**src/rtl/ecc_log_pkg.sv**
```systemverilog
package ecc_log_pkg;

    localparam int QW_N_DEF   = 4;
    localparam int SYN_W_DEF  = 8;
    localparam int COL_W_DEF  = 16;
    localparam int ROW_W_DEF  = 16;
    localparam int BANK_W_DEF = 3;
    localparam int RANK_W_DEF = 2;
    localparam int LOG_W_DEF  = 64;

    typedef enum logic [1:0] {
        ST_EMPTY    = 2'd0,
        ST_HOLD_COR = 2'd1,
        ST_HOLD_UNC = 2'd2
    } lock_state_t;

endpackage

```
**src/rtl/ecc_qw_pick.sv**
```systemverilog
module ecc_qw_pick #(
    parameter int QW_N  = ecc_log_pkg::QW_N_DEF,
    parameter int SYN_W = ecc_log_pkg::SYN_W_DEF
) (
    input  logic [QW_N-1:0]       unc,
    input  logic [QW_N-1:0]       cor,
    input  logic [QW_N*SYN_W-1:0] syn_flat,
    output logic                  hit,
    output logic                  hit_unc,
    output logic [SYN_W-1:0]      syn_sel
);

    logic [QW_N-1:0]  cls_vec;
    logic [QW_N-1:0]  sel_oh;
    logic [SYN_W-1:0] masked [QW_N];

    // class selection: any uncorrectable strobe hides all correctable ones
    always_comb begin
        hit_unc = |unc;
        hit     = hit_unc | (|cor);
        cls_vec = hit_unc ? unc : cor;
    end

    // lowest index within the chosen class
    always_comb begin
        logic found;
        found  = 1'b0;
        sel_oh = '0;
        for (int i = 0; i < QW_N; i++) begin
            if (cls_vec[i] && !found) begin
                sel_oh[i] = 1'b1;
                found     = 1'b1;
            end
        end
    end

    genvar g;
    generate
        for (g = 0; g < QW_N; g++) begin : g_mask
            assign masked[g] = {SYN_W{sel_oh[g]}} & syn_flat[g*SYN_W +: SYN_W];
        end
    endgenerate

    always_comb begin
        syn_sel = '0;
        for (int i = 0; i < QW_N; i++) begin
            syn_sel = syn_sel | masked[i];
        end
    end

endmodule

```
**src/rtl/ecc_lock_fsm.sv**
```systemverilog
module ecc_lock_fsm
    import ecc_log_pkg::*;
(
    input  logic clk,
    input  logic rst_n,
    input  logic clr,
    input  logic hit,
    input  logic any_unc,
    input  logic any_cor,
    output logic capture,
    output logic flag_unc,
    output logic flag_cor
);

    lock_state_t state_q, state_d;
    logic        unc_q, cor_q;
    logic        open_win;

    // state register
    always_ff @(posedge clk) begin
        if (!rst_n) begin
            state_q <= ST_EMPTY;
            unc_q   <= 1'b0;
            cor_q   <= 1'b0;
        end else begin
            state_q <= state_d;
            unc_q   <= (unc_q & ~clr) | any_unc;
            cor_q   <= (cor_q & ~clr) | any_cor;
        end
    end

    // next state
    always_comb begin
        state_d = state_q;
        unique case (state_q)
            ST_EMPTY: begin
                if (hit) state_d = any_unc ? ST_HOLD_UNC : ST_HOLD_COR;   // CAPTURE_UNC / CAPTURE_COR
            end
            ST_HOLD_COR: begin
                if (clr)          state_d = hit ? (any_unc ? ST_HOLD_UNC : ST_HOLD_COR) : ST_EMPTY; // RECAPTURE / RELEASE
                else if (any_unc) state_d = ST_HOLD_UNC;                                            // ESCALATE
            end
            ST_HOLD_UNC: begin
                if (clr) state_d = hit ? (any_unc ? ST_HOLD_UNC : ST_HOLD_COR) : ST_EMPTY;          // RECAPTURE / RELEASE
            end
            default: state_d = ST_EMPTY;
        endcase
    end

    // outputs
    always_comb begin
        open_win = (state_q == ST_EMPTY) || clr;
        capture  = open_win && hit;
        flag_unc = unc_q;
        flag_cor = cor_q;
    end


    unc_sets_chk: assert property (@(posedge clk) disable iff (!rst_n)
        any_unc |=> flag_unc);

    unc_sticky_chk: assert property (@(posedge clk) disable iff (!rst_n)
        (flag_unc && !clr) |=> flag_unc);

    clr_empties_chk: assert property (@(posedge clk) disable iff (!rst_n)
        (clr && !any_unc && !any_cor) |=> (!flag_unc && !flag_cor));

    empty_no_flag_chk: assert property (@(posedge clk) disable iff (!rst_n)
        (state_q == ST_EMPTY) |-> (!flag_unc && !flag_cor));

endmodule

```
**src/rtl/ecc_field_store.sv**
```systemverilog
module ecc_field_store #(
    parameter int SYN_W  = ecc_log_pkg::SYN_W_DEF,
    parameter int COL_W  = ecc_log_pkg::COL_W_DEF,
    parameter int ROW_W  = ecc_log_pkg::ROW_W_DEF,
    parameter int BANK_W = ecc_log_pkg::BANK_W_DEF,
    parameter int RANK_W = ecc_log_pkg::RANK_W_DEF
) (
    input  logic              clk,
    input  logic              rst_n,
    input  logic              load,
    input  logic [SYN_W-1:0]  syn_in,
    input  logic [COL_W-1:0]  col_in,
    input  logic [ROW_W-1:0]  row_in,
    input  logic [BANK_W-1:0] bank_in,
    input  logic [RANK_W-1:0] rank_in,
    output logic [SYN_W-1:0]  syn_q,
    output logic [COL_W-1:0]  col_q,
    output logic [ROW_W-1:0]  row_q,
    output logic [BANK_W-1:0] bank_q,
    output logic [RANK_W-1:0] rank_q
);

    always_ff @(posedge clk) begin
        if (!rst_n) begin
            syn_q  <= '0;
            col_q  <= '0;
            row_q  <= '0;
            bank_q <= '0;
            rank_q <= '0;
        end else if (load) begin
            syn_q  <= syn_in;
            col_q  <= col_in;
            row_q  <= row_in;
            bank_q <= bank_in;
            rank_q <= rank_in;
        end
    end


    fields_frozen_chk: assert property (@(posedge clk) disable iff (!rst_n)
        !load |=> ($stable(syn_q) && $stable(col_q) && $stable(row_q)
                   && $stable(bank_q) && $stable(rank_q)));

endmodule

```
**src/rtl/ecc_err_logger.sv**
```systemverilog
module ecc_err_logger #(
    parameter int QW_N   = ecc_log_pkg::QW_N_DEF,
    parameter int SYN_W  = ecc_log_pkg::SYN_W_DEF,
    parameter int COL_W  = ecc_log_pkg::COL_W_DEF,
    parameter int ROW_W  = ecc_log_pkg::ROW_W_DEF,
    parameter int BANK_W = ecc_log_pkg::BANK_W_DEF,
    parameter int RANK_W = ecc_log_pkg::RANK_W_DEF,
    parameter int LOG_W  = ecc_log_pkg::LOG_W_DEF
) (
    input  logic                  clk,
    input  logic                  rst_n,
    input  logic [QW_N-1:0]       err_unc,
    input  logic [QW_N-1:0]       err_cor,
    input  logic [QW_N*SYN_W-1:0] err_syn,
    input  logic [COL_W-1:0]      addr_col,
    input  logic [ROW_W-1:0]      addr_row,
    input  logic [BANK_W-1:0]     addr_bank,
    input  logic [RANK_W-1:0]     addr_rank,
    input  logic                  sw_clr,
    output logic [LOG_W-1:0]      log_word,
    output logic                  sts_unc,
    output logic                  sts_cor
);

    localparam int USED_W = SYN_W + COL_W + ROW_W + BANK_W + RANK_W + 2;
    localparam int PAD_W  = LOG_W - USED_W;

    logic             hit, hit_unc, capture;
    logic [SYN_W-1:0] syn_pick;
    logic [SYN_W-1:0] syn_q;
    logic [COL_W-1:0] col_q;
    logic [ROW_W-1:0] row_q;
    logic [BANK_W-1:0] bank_q;
    logic [RANK_W-1:0] rank_q;
    logic             f_unc, f_cor;

    ecc_qw_pick #(.QW_N(QW_N), .SYN_W(SYN_W)) u_pick (
        .unc      (err_unc),
        .cor      (err_cor),
        .syn_flat (err_syn),
        .hit      (hit),
        .hit_unc  (hit_unc),
        .syn_sel  (syn_pick)
    );

    ecc_lock_fsm u_fsm (
        .clk      (clk),
        .rst_n    (rst_n),
        .clr      (sw_clr),
        .hit      (hit),
        .any_unc  (hit_unc),
        .any_cor  (|err_cor),
        .capture  (capture),
        .flag_unc (f_unc),
        .flag_cor (f_cor)
    );

    ecc_field_store #(
        .SYN_W(SYN_W), .COL_W(COL_W), .ROW_W(ROW_W),
        .BANK_W(BANK_W), .RANK_W(RANK_W)
    ) u_store (
        .clk     (clk),
        .rst_n   (rst_n),
        .load    (capture),
        .syn_in  (syn_pick),
        .col_in  (addr_col),
        .row_in  (addr_row),
        .bank_in (addr_bank),
        .rank_in (addr_rank),
        .syn_q   (syn_q),
        .col_q   (col_q),
        .row_q   (row_q),
        .bank_q  (bank_q),
        .rank_q  (rank_q)
    );

    assign log_word = {f_unc, f_cor, {PAD_W{1'b0}}, rank_q, bank_q, row_q, col_q, syn_q};
    assign sts_unc  = f_unc;
    assign sts_cor  = f_cor;


    escalate_keeps_chk: assert property (@(posedge clk) disable iff (!rst_n)
        (sts_cor && !sts_unc && !sw_clr && (|err_unc))
        |=> (sts_unc && $stable(log_word[LOG_W-3:0])));

endmodule

```
**config.mk**
```make
export PLATFORM = sky130hd
export DESIGN_NAME = ecc_err_logger
export DESIGN_NICKNAME = d
export VERILOG_FILES = /design/src/rtl/ecc_log_pkg.sv /design/src/rtl/ecc_qw_pick.sv /design/src/rtl/ecc_lock_fsm.sv /design/src/rtl/ecc_field_store.sv /design/src/rtl/ecc_err_logger.sv
export SDC_FILE = /design/constraint.sdc
export NUM_CORES = 1
export LEC_CHECK = 0
export ABC_AREA = 1
export ABC_CLOCK_PERIOD_IN_PS = 2700
export BUFFER_PORTS_ARGS = -buffer_cell sky130_fd_sc_hd__buf_4
export CAP_MARGIN = 30
export CORE_ASPECT_RATIO = 1.75
export CORE_MARGIN = 2
export CORE_UTILIZATION = 40
export DETAILED_ROUTE_END_ITERATION = 6
export PLACE_DENSITY = 0.77
export SLEW_MARGIN = 20
export SYNTH_ARGS = -nofsm -noshare
export SYNTH_HDL_FRONTEND = slang
export SYNTH_SLANG_ARGS = --single-unit
```
**constraint.sdc**
```tcl
create_clock -name clk -period 2.7 [get_ports clk]
set_input_delay 0.405 -clock clk [delete_from_list [all_inputs] [get_ports clk]]
set_output_delay 0.405 -clock clk [all_outputs]
set_load 0.01 [all_outputs]
```
==> impl_metrics.py, run 1 <==
metrics = {
    "floorplan": {
        "die_height_um": 104.3,
        "ios": 146,
        "dieArea_mm2": 0.006399,
        "die_x_um": 61.34,
        "initial_core_util_pct": 41.53,
        "coreArea_mm2": 0.005540,
        "rows": 36,
    },
    "sta": {
        "hold_violations": 0,
        "period_needed_ns": 1.784,
        "setup_tns_ns": 0,
        "worst_slack_ns": 0.9155,
        "finalCritPeriodShare_pct": 66.09,
        "rsz0062_at_grt": "no",
        "fmax_mhz": 560.4,
        "worst_pin_slew_ns": 0.7061,
        "drv_slew": 0,
        "setup-violations-final": 0,
        "clock_skew_ns": 0.005630,
        "relSlewSlack_pct": 52.86,
    },
    "placement": {
        "place_inst": 521,
        "port_buffers": 128,
        "dp_slack_ns": 0.7023,
        "gp_congestion": 0.8043,
        "hpwl_um": 4679,
        "place_area_mm2": 0.003228,
    },
    "final_layout": {
        "syn_to_final_growth_pct": 45.51,
        "diodes": 0,
        "multi_input_area_mm2": 0.001086,
        "design_area_mm2": 0.003348,
        "layout-drive-gt1-share_pct": 32.67,
        "final-seq-area_um2": 980.9,
        "nFillCells": 552,
        "instances_no_fill": 529,
        "finalNetCount": 532,
        "final_util_pct": 60.43,
    },
    "critical_path": {
        "crit_path_max_fanout": 45,
        "path_class": "reg -> reg",
        "worstPathArrival_ns": 2.02,
        "cp-start-kind": "flop",
        "r2r_end": "u_store.syn_q[2]",
        "r2r-start": "u_fsm.state_q[0]",
        "crit_path_end_kind": "flop",
        "crit_required_ns": 2.94,
        "r2r_cells": 8,
        "r2r_setup_slack_ns": 0.92,
    },
    "route": {
        "met1_length_um": 2089,
        "drt_pass1_iterations": 4,
        "wl_met3_um": 373,
        "routed_wl_um": 5872,
        "met2_length_um": 3302,
        "viasPerCell": 4.539,
        "vias": 2401,
        "postRouteAntennaNets": 0,
        "routedWlPerCell_um": 11.10,
        "routed.top_layer": "met4",
        "drc": 0,
        "drt-initial-drc-count": 57,
    },
    "global_route": {
        "grt_pass1_wl_um": 9252,
        "first_global_vias": 2257,
        "overflow": 0,
        "antenna_found_initial": 0,
        "grt_max_degree": 49,
        "grt_usage_pct": 18.41,
    },
    "clock_network": {
        "clkTransAtPathRegs_ns": 0.09,
        "cts_buffers": 5,
        "cts_buffer_depth": 2,
        "holdBufCountCts": 0,
        "cts-root-buf": "clkbuf_8",
        "insertion_delay_ns": 0.29,
        "htreeDepth": 2,
        "clock-sinks": 49,
        "cts_setup_buffers": 0,
        "cts.repair.resized": 0,
        "cts_tree": "yes",
    },
    "logic_synthesis": {
        "synthArstFlopShare_pct": 0,
        "yosysTopAreaCellShare_pct": 42.63,
        "netlist_area_mm2": 0.002301,
        "synthMuxAreaShare_pct": 0,
        "netlist_top_cells_count": "112 x nor2_1, 49 x dfxtp_1, 34 x o21ai_0",
        "synth-seq-cells": 49,
        "synth_area_leader_cell": "dfxtp_1",
        "synth_area_leaders": "dfxtp_1 43%, nor2_1 18%, o21ai_0 7.4%",
        "synthAdderAreaFrac_pct": 0,
        "synth_top_family_by_area": "simple AND/OR/NAND/NOR gates",
        "yosysMostFrequentCell": "nor2_1",
        "synth_compound_area_share_pct": 13.76,
        "synth_flop_cell": "dfxtp_1",
        "syn_inst": 331,
        "synthSimpleGateAreaFrac_pct": 30.67,
        "synth-edff-count": 0,
        "synth_xor_area_share_pct": 0,
        "syn_area_per_cell_um2": 6.952,
        "ys_seq_area_share_pct": 42.63,
        "yosysWarnings": 0,
        "synth_cell_types": 23,
    },
    "flow_run": {
        "drv_cap": 0,
    },
    "worst_hold_path": {
        "min-delay-start": "addr_row[5]",
        "hold_end": "u_store.row_q[5]",
        "hold_class": "in -> reg",
        "holdPathStages": 3,
    },
    "power": {
        "peakVddDrop_mv": 0.2449,
        "power_leakage_uw": 0.001750,
        "powerDensity_mw_per_mm2": 512.7,
    },
    "outcome": {
        "status": "finished clean",
    },
}
-- sequential cells by signal (all words and copies together), names as in the netlist --
signal          count
u_fsm.flag_cor      1
u_fsm.flag_unc      1
u_fsm.state_q       2
u_store.bank_q      3
u_store.col_q      16
u_store.rank_q      2
u_store.row_q      16
u_store.syn_q       8
-- logic make-up (layout without fill, tap and decap cells) --
family / Yosys count / in the layout
buffers and inverters: 56 / 162
AND/OR/NAND/NOR: 168 / 168
other: 1 / 17
flip-flops: 49 / 49
AO/OA/AOI/OAI: 57 / 57
-- per-stage QoR --
step / hold WS (ns) / power (uW)
4_1_cts: 0.3426 / 1740
3_3_place_gp: 0.4666 / 1202
2_1_floorplan: 0.4877 / 1021
6_report: 0.3490 / 1717
5_1_grt: 0.3455 / 1815
3_5_place_dp: 0.4747 / 1210
-- worst max-delay path, stage by stage (launching register included) --
cell,delay (ns)
dfxtp_1,0.35
inv_1,0.08
nand2_1,0.07
nand2_1,0.12
o21ai_4,0.07
buf_4,0.20
inv_2,0.54
o21ai_0,0.17
nor2_1,0.12
-- final cells by class --
class	instances	share of cell area, %
well taps	76	2.840
inverters	24	2.691
multi-input cells	242	32.44
clock inverters	2	1.121
clock buffers	6	2.466
flip-flops and latches	49	29.30
repair buffers	130	29.15
-- layout by cell type (no fill, tap or decap) --
cell / netlist / final
buf_4: 20 / 130
nor2_1: 112 / 112
dfxtp_1: 49 / 49
o21ai_0: 34 / 34
nand3_1: 28 / 28
inv_1: 23 / 23
nand2_1: 18 / 18
conb_1: 1 / 17
o21ai_1: 11 / 11
a21boi_0: 8 / 8
clkbuf_8: 0 / 6
nand2_2: 3 / 3
a21oi_1: 3 / 3
nor2_4: 2 / 2
nor2_2: 1 / 1
o21ai_4: 1 / 1
inv_2: 1 / 1
nand3b_1: 1 / 1
or2_2: 1 / 1
nand3_2: 1 / 1
nand4_1: 1 / 1
clkinvlp_4: 0 / 1
bufinv_16: 0 / 1
-- metal layers --
metal | global-route usage (%) | up-vias
met5 | 0 | -
met1 | 17.61 | 1038
li1 | - | 1253
met4 | 6.991 | 0
met2 | 36.09 | 104
met3 | 2.488 | 6
-- power breakdown --
group	internal (uW)	total [uW]	switching, uW
combinational	194	379	185
sequential	780	810	30.0
clock	301	528	227
-- worst max-delay path by stage --
stage	from	to	slack [ns]	cells past startpoint
2_1_floorplan	err_unc[0]	u_store.syn_q[5]	1.29	7
3_3_place_gp	err_unc[0]	u_store.syn_q[1]	0.77	8
3_5_place_dp	err_unc[0]	u_store.syn_q[2]	0.70	8
4_1_cts	u_fsm.state_q[0]	u_store.syn_q[2]	0.90	8
5_1_grt	u_fsm.state_q[0]	u_store.syn_q[1]	0.66	8
6_report	u_fsm.state_q[0]	u_store.syn_q[2]	0.92	8
Power figures use the tool's default switching activity.
==> run 2, diff against run 1 <==
--- a/config.mk
+++ b/config.mk
@@ -6,7 +6,7 @@
 export NUM_CORES = 1
 export LEC_CHECK = 0
 export ABC_AREA = 1
-export ABC_CLOCK_PERIOD_IN_PS = 2700
+export ABC_CLOCK_PERIOD_IN_PS = 1800
 export BUFFER_PORTS_ARGS = -buffer_cell sky130_fd_sc_hd__buf_4
 export CAP_MARGIN = 30
 export CORE_ASPECT_RATIO = 1.75
==> constraint.sdc (replaced) <==
create_clock -name clk -period 1.8 [get_ports clk]
set_input_delay 0.27 -clock clk [delete_from_list [all_inputs] [get_ports clk]]
set_output_delay 0.27 -clock clk [all_outputs]
set_load 0.01 [all_outputs]
==> impl_metrics.py, run 2 (synthesis gave the netlist of run 1 again) <==
metrics = {
    "global_route": {
        "grt_usage_pct": 19.07,
        "grt_max_degree": 49,
        "antenna_found_initial": 0,
        "overflow": 0,
        "first_global_vias": 2392,
        "grt_pass1_wl_um": 9666,
    },
    "sta": {
        "clock_skew_ns": 0.003815,
        "finalCritPeriodShare_pct": 87.14,
        "hold_violations": 0,
        "worst_pin_slew_ns": 0.7012,
        "fmax_mhz": 637.5,
        "drv_slew": 0,
        "setup_tns_ns": 0,
        "rsz0062_at_grt": "no",
        "period_needed_ns": 1.569,
        "relSlewSlack_pct": 53.19,
        "setup-violations-final": 0,
    },
    "final_layout": {
        "final_cell_mix": "135 x buf_4, 112 x nor2_1, 49 x dfxtp_1, 34 x o21ai_0, 28 x nand3_1",
        "top_regs": "u_store.col_q: 16 flops, u_store.row_q: 16 flops, u_store.syn_q: 8 flops",
        "layout-drive-gt1-share_pct": 33.04,
        "final-seq-area_um2": 980.9,
        "diodes": 0,
        "nFillCells": 532,
        "final_common_cell": "buf_4",
        "finalNetCount": 537,
        "multi_input_area_mm2": 0.001086,
        "syn_to_final_growth_pct": 45.68,
    },
    "critical_path": {
        "crit_path_max_fanout": 45,
        "crit_path_end_kind": "flop",
        "worstPathCellList": "inv_1 > nand2_1 > nand2_1 > o21ai_4 > inv_2 > o21ai_0 > nor2_1",
        "path_class": "reg -> reg",
        "cpMostUsedCell": "nand2_1",
        "crit_required_ns": 2.03,
        "cpPeakStageDelay_ns": 0.52,
        "worstPathArrival_ns": 1.79,
        "slowest_stage": "inv_2",
        "cp-start-kind": "flop",
    },
    "power": {
        "power.total_uw": 2408,
        "powerDensity_mw_per_mm2": 718.5,
        "power_leakage_uw": 0.001761,
        "peakVddDrop_mv": 0.3748,
    },
    "route": {
        "routedWlPerCell_um": 11.32,
        "postRouteAntennaNets": 0,
        "drt-initial-drc-count": 73,
        "viasPerCell": 4.582,
        "drt_pass1_iterations": 4,
        "vias": 2442,
        "drc": 0,
        "routed_wl_um": 6033,
    },
    "clock_network": {
        "cts_tree": "yes",
        "clock-sinks": 49,
        "htreeDepth": 2,
        "insertion_delay_ns": 0.28,
        "holdBufCountCts": 0,
        "cts_buffers": 5,
        "cts_buffer_depth": 2,
        "cts.repair.resized": 0,
        "clkTransAtPathRegs_ns": 0.08,
        "cts-root-buf": "clkbuf_8",
        "cts_setup_buffers": 0,
    },
    "flow_run": {
        "drv_cap": 0,
    },
    "outcome": {
        "status": "finished clean",
    },
    "placement": {
        "gp_congestion": 0.8552,
        "port_buffers": 128,
        "hpwl_um": 4909,
    },
    "floorplan": {
        "die_height_um": 104.3,
        "ios": 146,
        "rows": 36,
        "die_x_um": 61.34,
        "initial_core_util_pct": 41.53,
        "coreArea_mm2": 0.005540,
        "dieArea_mm2": 0.006399,
    },
    "worst_hold_path": {
        "hold_class": "in -> reg",
    },
}
==> run 2: worst paths after layout <==
| path | cells past startpoint | endpoint | slack, ns | start |
|---|---|---|---|---|
| worst max-delay path | 7 | u_store.syn_q[1] | 0.23 | u_fsm.state_q[0] |
| worst min register to register | 2 | u_store.col_q[14] | 0.49 | u_store.col_q[14] |
| worst max register to register | 7 | u_store.syn_q[1] | 0.23 | u_fsm.state_q[0] |
| worst min-delay path | 3 | u_store.row_q[12] | 0.22 | addr_row[12] |
==> run 2: final cells by class <==
cell class | count | area share [%]
Timing Repair Buffer | 135 | 30.24
Tap cell | 76 | 2.837
Multi-Input combinational cell | 242 | 32.40
Sequential cell | 49 | 29.26
Inverter | 24 | 2.688
Clock buffer | 7 | 2.576
==> run 2: per-layer routing <==
layer | up-vias | wire length [um] | GRT usage (%)
met5 | - | 0 | 0
met4 | 0 | 93 | 6.839
met3 | 6 | 369 | 2.363
met2 | 95 | 3461 | 38.37
met1 | 1079 | 2110 | 17.59
li1 | 1262 | - | -
==> run 2: power breakdown <==
| group | switching (uW) | leakage (uW) | internal (uW) | total [uW] |
|---|---|---|---|---|
| clock network | 308 | 0.0000443 | 305 | 613 |
| registers | 44.7 | 0.000408 | 1170 | 1220 |
| logic | 282 | 0.00131 | 298 | 580 |
| total | 635 | 0.00176 | 1770 | 2410 |
==> run 2: through the flow <==
| stage | hold WS [ns] | setup WS, ns | std cells | util (%) | cell area (um2) |
|---|---|---|---|---|---|
| after floorplan | 0.4186 | 0.5226 | 347 | - | 2361 |
| after CTS | 0.2095 | 0.2192 | 533 | 60.50 | 3352 |
| after global placement | 0.4633 | 0.2414 | 526 | 58.94 | 3266 |
| after detailed placement | 0.4742 | 0.1992 | 526 | 58.94 | 3266 |
| after global routing | 0.2112 | 0.02295 | 533 | 60.50 | 3352 |
| final | 0.2208 | 0.2315 | 533 | 60.50 | 3352 |
==> run 2: worst max-delay path: cells and delay by family, from the launching register on <==
kind	cells	cell delay (ns)
AOI/OAI and AO/OA	2	0.25
buffers and inverters	2	0.60
DFF	1	0.35
and+or+nand+nor	3	0.30
==> run 3, diff against run 2 <==
--- a/config.mk
+++ b/config.mk
@@ -11,9 +11,9 @@
 export CAP_MARGIN = 30
 export CORE_ASPECT_RATIO = 1.75
 export CORE_MARGIN = 2
-export CORE_UTILIZATION = 40
+export CORE_UTILIZATION = 42
 export DETAILED_ROUTE_END_ITERATION = 6
-export PLACE_DENSITY = 0.77
+export PLACE_DENSITY = 0.79
 export SLEW_MARGIN = 20
 export SYNTH_ARGS = -nofsm -noshare
 export SYNTH_HDL_FRONTEND = slang
==> impl_metrics.py, run 3 (synthesis gave the netlist of run 1 again) <==
metrics = {
    "outcome": {
        "status": "finished clean",
    },
    "power": {
        "p_switching_uw": 685.7,
        "peakVddDrop_mv": 0.3766,
        "power.internal_uw": 2021,
        "power_leakage_uw": 0.001767,
        "comb_power_share_pct": 21.1,
        "switching_share_pct": 25.33,
        "power_frac_clock_pct": 34.0,
        "power.total_uw": 2707,
        "p_seq_share_pct": 44.9,
        "powerDensity_mw_per_mm2": 808.8,
    },
    "final_layout": {
        "top_regs": "u_store.col_q: 16 flops, u_store.row_q: 16 flops, u_store.syn_q: 8 flops",
        "syn_to_final_growth_pct": 45.46,
        "layout-drive-gt1-share_pct": 32.82,
        "final_common_cell": "buf_4",
        "final_cell_mix": "131 x buf_4, 112 x nor2_1, 49 x dfxtp_1, 34 x o21ai_0, 28 x nand3_1",
        "diodes": 0,
        "finalNetCount": 533,
    },
    "clock_network": {
        "clock-sinks": 49,
        "clkTransAtPathRegs_ns": 0.09,
        "holdBufCountCts": 0,
        "cts_setup_buffers": 0,
        "htreeDepth": 2,
        "cts_buffers": 5,
        "insertion_delay_ns": 0.30,
        "cts.repair.resized": 0,
        "cts-root-buf": "clkbuf_8",
        "cts_tree": "yes",
        "cts_buffer_depth": 2,
    },
    "floorplan": {
        "die_x_um": 59.95,
        "rows": 35,
        "die_height_um": 101.9,
        "ios": 146,
        "coreArea_mm2": 0.005255,
        "initial_core_util_pct": 43.79,
        "dieArea_mm2": 0.006110,
    },
    "critical_path": {
        "crit_required_ns": 2.04,
        "path_class": "reg -> reg",
        "worstPathArrival_ns": 1.83,
        "r2r_setup_slack_ns": 0.21,
        "r2r_cells": 7,
        "r2r_end": "u_store.syn_q[2]",
        "cp-start-kind": "flop",
        "crit_path_end_kind": "flop",
        "crit_path_max_fanout": 45,
        "r2r-start": "u_fsm.state_q[0]",
    },
    "route": {
        "drc": 0,
        "vias": 2399,
        "routedWlPerCell_um": 11.83,
        "routed_wl_um": 6024,
        "postRouteAntennaNets": 0,
        "drt_pass1_iterations": 4,
        "viasPerCell": 4.713,
        "drt-initial-drc-count": 80,
    },
    "global_route": {
        "grt_pass1_wl_um": 9453,
        "antenna_found_initial": 0,
        "overflow": 0,
        "first_global_vias": 2345,
        "grt_max_degree": 49,
        "grt_usage_pct": 19.98,
    },
    "worst_hold_path": {
        "holdPathStages": 3,
        "hold_end": "u_store.row_q[4]",
        "hold_class": "in -> reg",
        "min-delay-start": "addr_row[4]",
    },
    "sta": {
        "drv_slew": 0,
        "period_needed_ns": 1.586,
        "worst_pin_slew_ns": 0.7141,
        "setup_tns_ns": 0,
        "finalCritPeriodShare_pct": 88.12,
        "hold_violations": 0,
        "setup-violations-final": 0,
        "fmax_mhz": 630.4,
        "relSlewSlack_pct": 52.32,
        "rsz0062_at_grt": "no",
        "clock_skew_ns": 0.005571,
    },
    "placement": {
        "port_buffers": 128,
        "hpwl_um": 4758,
        "gp_congestion": 0.7769,
    },
    "flow_run": {
        "drv_cap": 0,
    },
}
## run 3: cell types whose count changed in the layout (fill, tap and decap cells not counted), sizes merged
cell,previous run,this run
clkbuf,7,5
inv,24,25
bufinv,0,2
buf,135,131
## run 3: stage by stage
stage | setup slack [ns] | instances | hold WS [ns] | cell area, um2 | utilization (%)
after CTS | 0.1973 | 509 | 0.1969 | 3347 | 63.69
final | 0.2138 | 509 | 0.2048 | 3347 | 63.69
after global routing | 0.01141 | 509 | 0.2052 | 3347 | 63.69
after detailed placement | 0.2056 | 501 | 0.4755 | 3209 | 61.07
after floorplan | 0.5226 | 347 | 0.4186 | 2361 | -
after global placement | 0.2504 | 501 | 0.4659 | 3209 | 61.07
## run 3: how the worst max path moves through the flow
stage / from / endpoint
floorplan: err_unc[0] / u_store.syn_q[5]
global placement: err_unc[0] / u_store.syn_q[3]
detailed placement: err_unc[0] / u_store.syn_q[2]
CTS: u_fsm.state_q[0] / u_store.syn_q[2]
global route: u_fsm.state_q[0] / u_store.syn_q[2]
finish: u_fsm.state_q[0] / u_store.syn_q[2]
## run 3: layer usage
layer,GRT usage (%),vias up,part of all wire (%)
li1,-,1256,-
met1,17.10,1048,34
met2,41.81,88,59
met3,3.671,7,5.0
met4,7.521,0,1.9
met5,0,-,0
## run 3: area by class of cell
| type | instances | area, um2 |
|---|---|---|
| clock buffer | 5 | 68.82 |
| clock inverter | 3 | 68.82 |
| fill | 512 | 1908 |
| inverter | 24 | 90.09 |
| multi-input combinational | 242 | 1086 |
| sequential | 49 | 980.9 |
| tap | 55 | 68.82 |
| timing repair buffer | 131 | 983.4 |
## run 3: critical path: stages, from the launching register on
cell and delay [ns]:
dfxtp_1 0.36, inv_1 0.09, nand2_1 0.07, nand2_1 0.11, o21ai_4 0.08, inv_2 0.52, o21ai_0 0.17, nor2_1 0.12
## run 3: power groups by stage
stage | logic, uW | registers, uW | clock network, uW
after global routing | 637 | 1230 | 979
after global placement | 567 | 1240 | 0
after floorplan | 254 | 1280 | 0
final | 570 | 1220 | 921
after CTS | 576 | 1220 | 945
after detailed placement | 575 | 1240 | 0
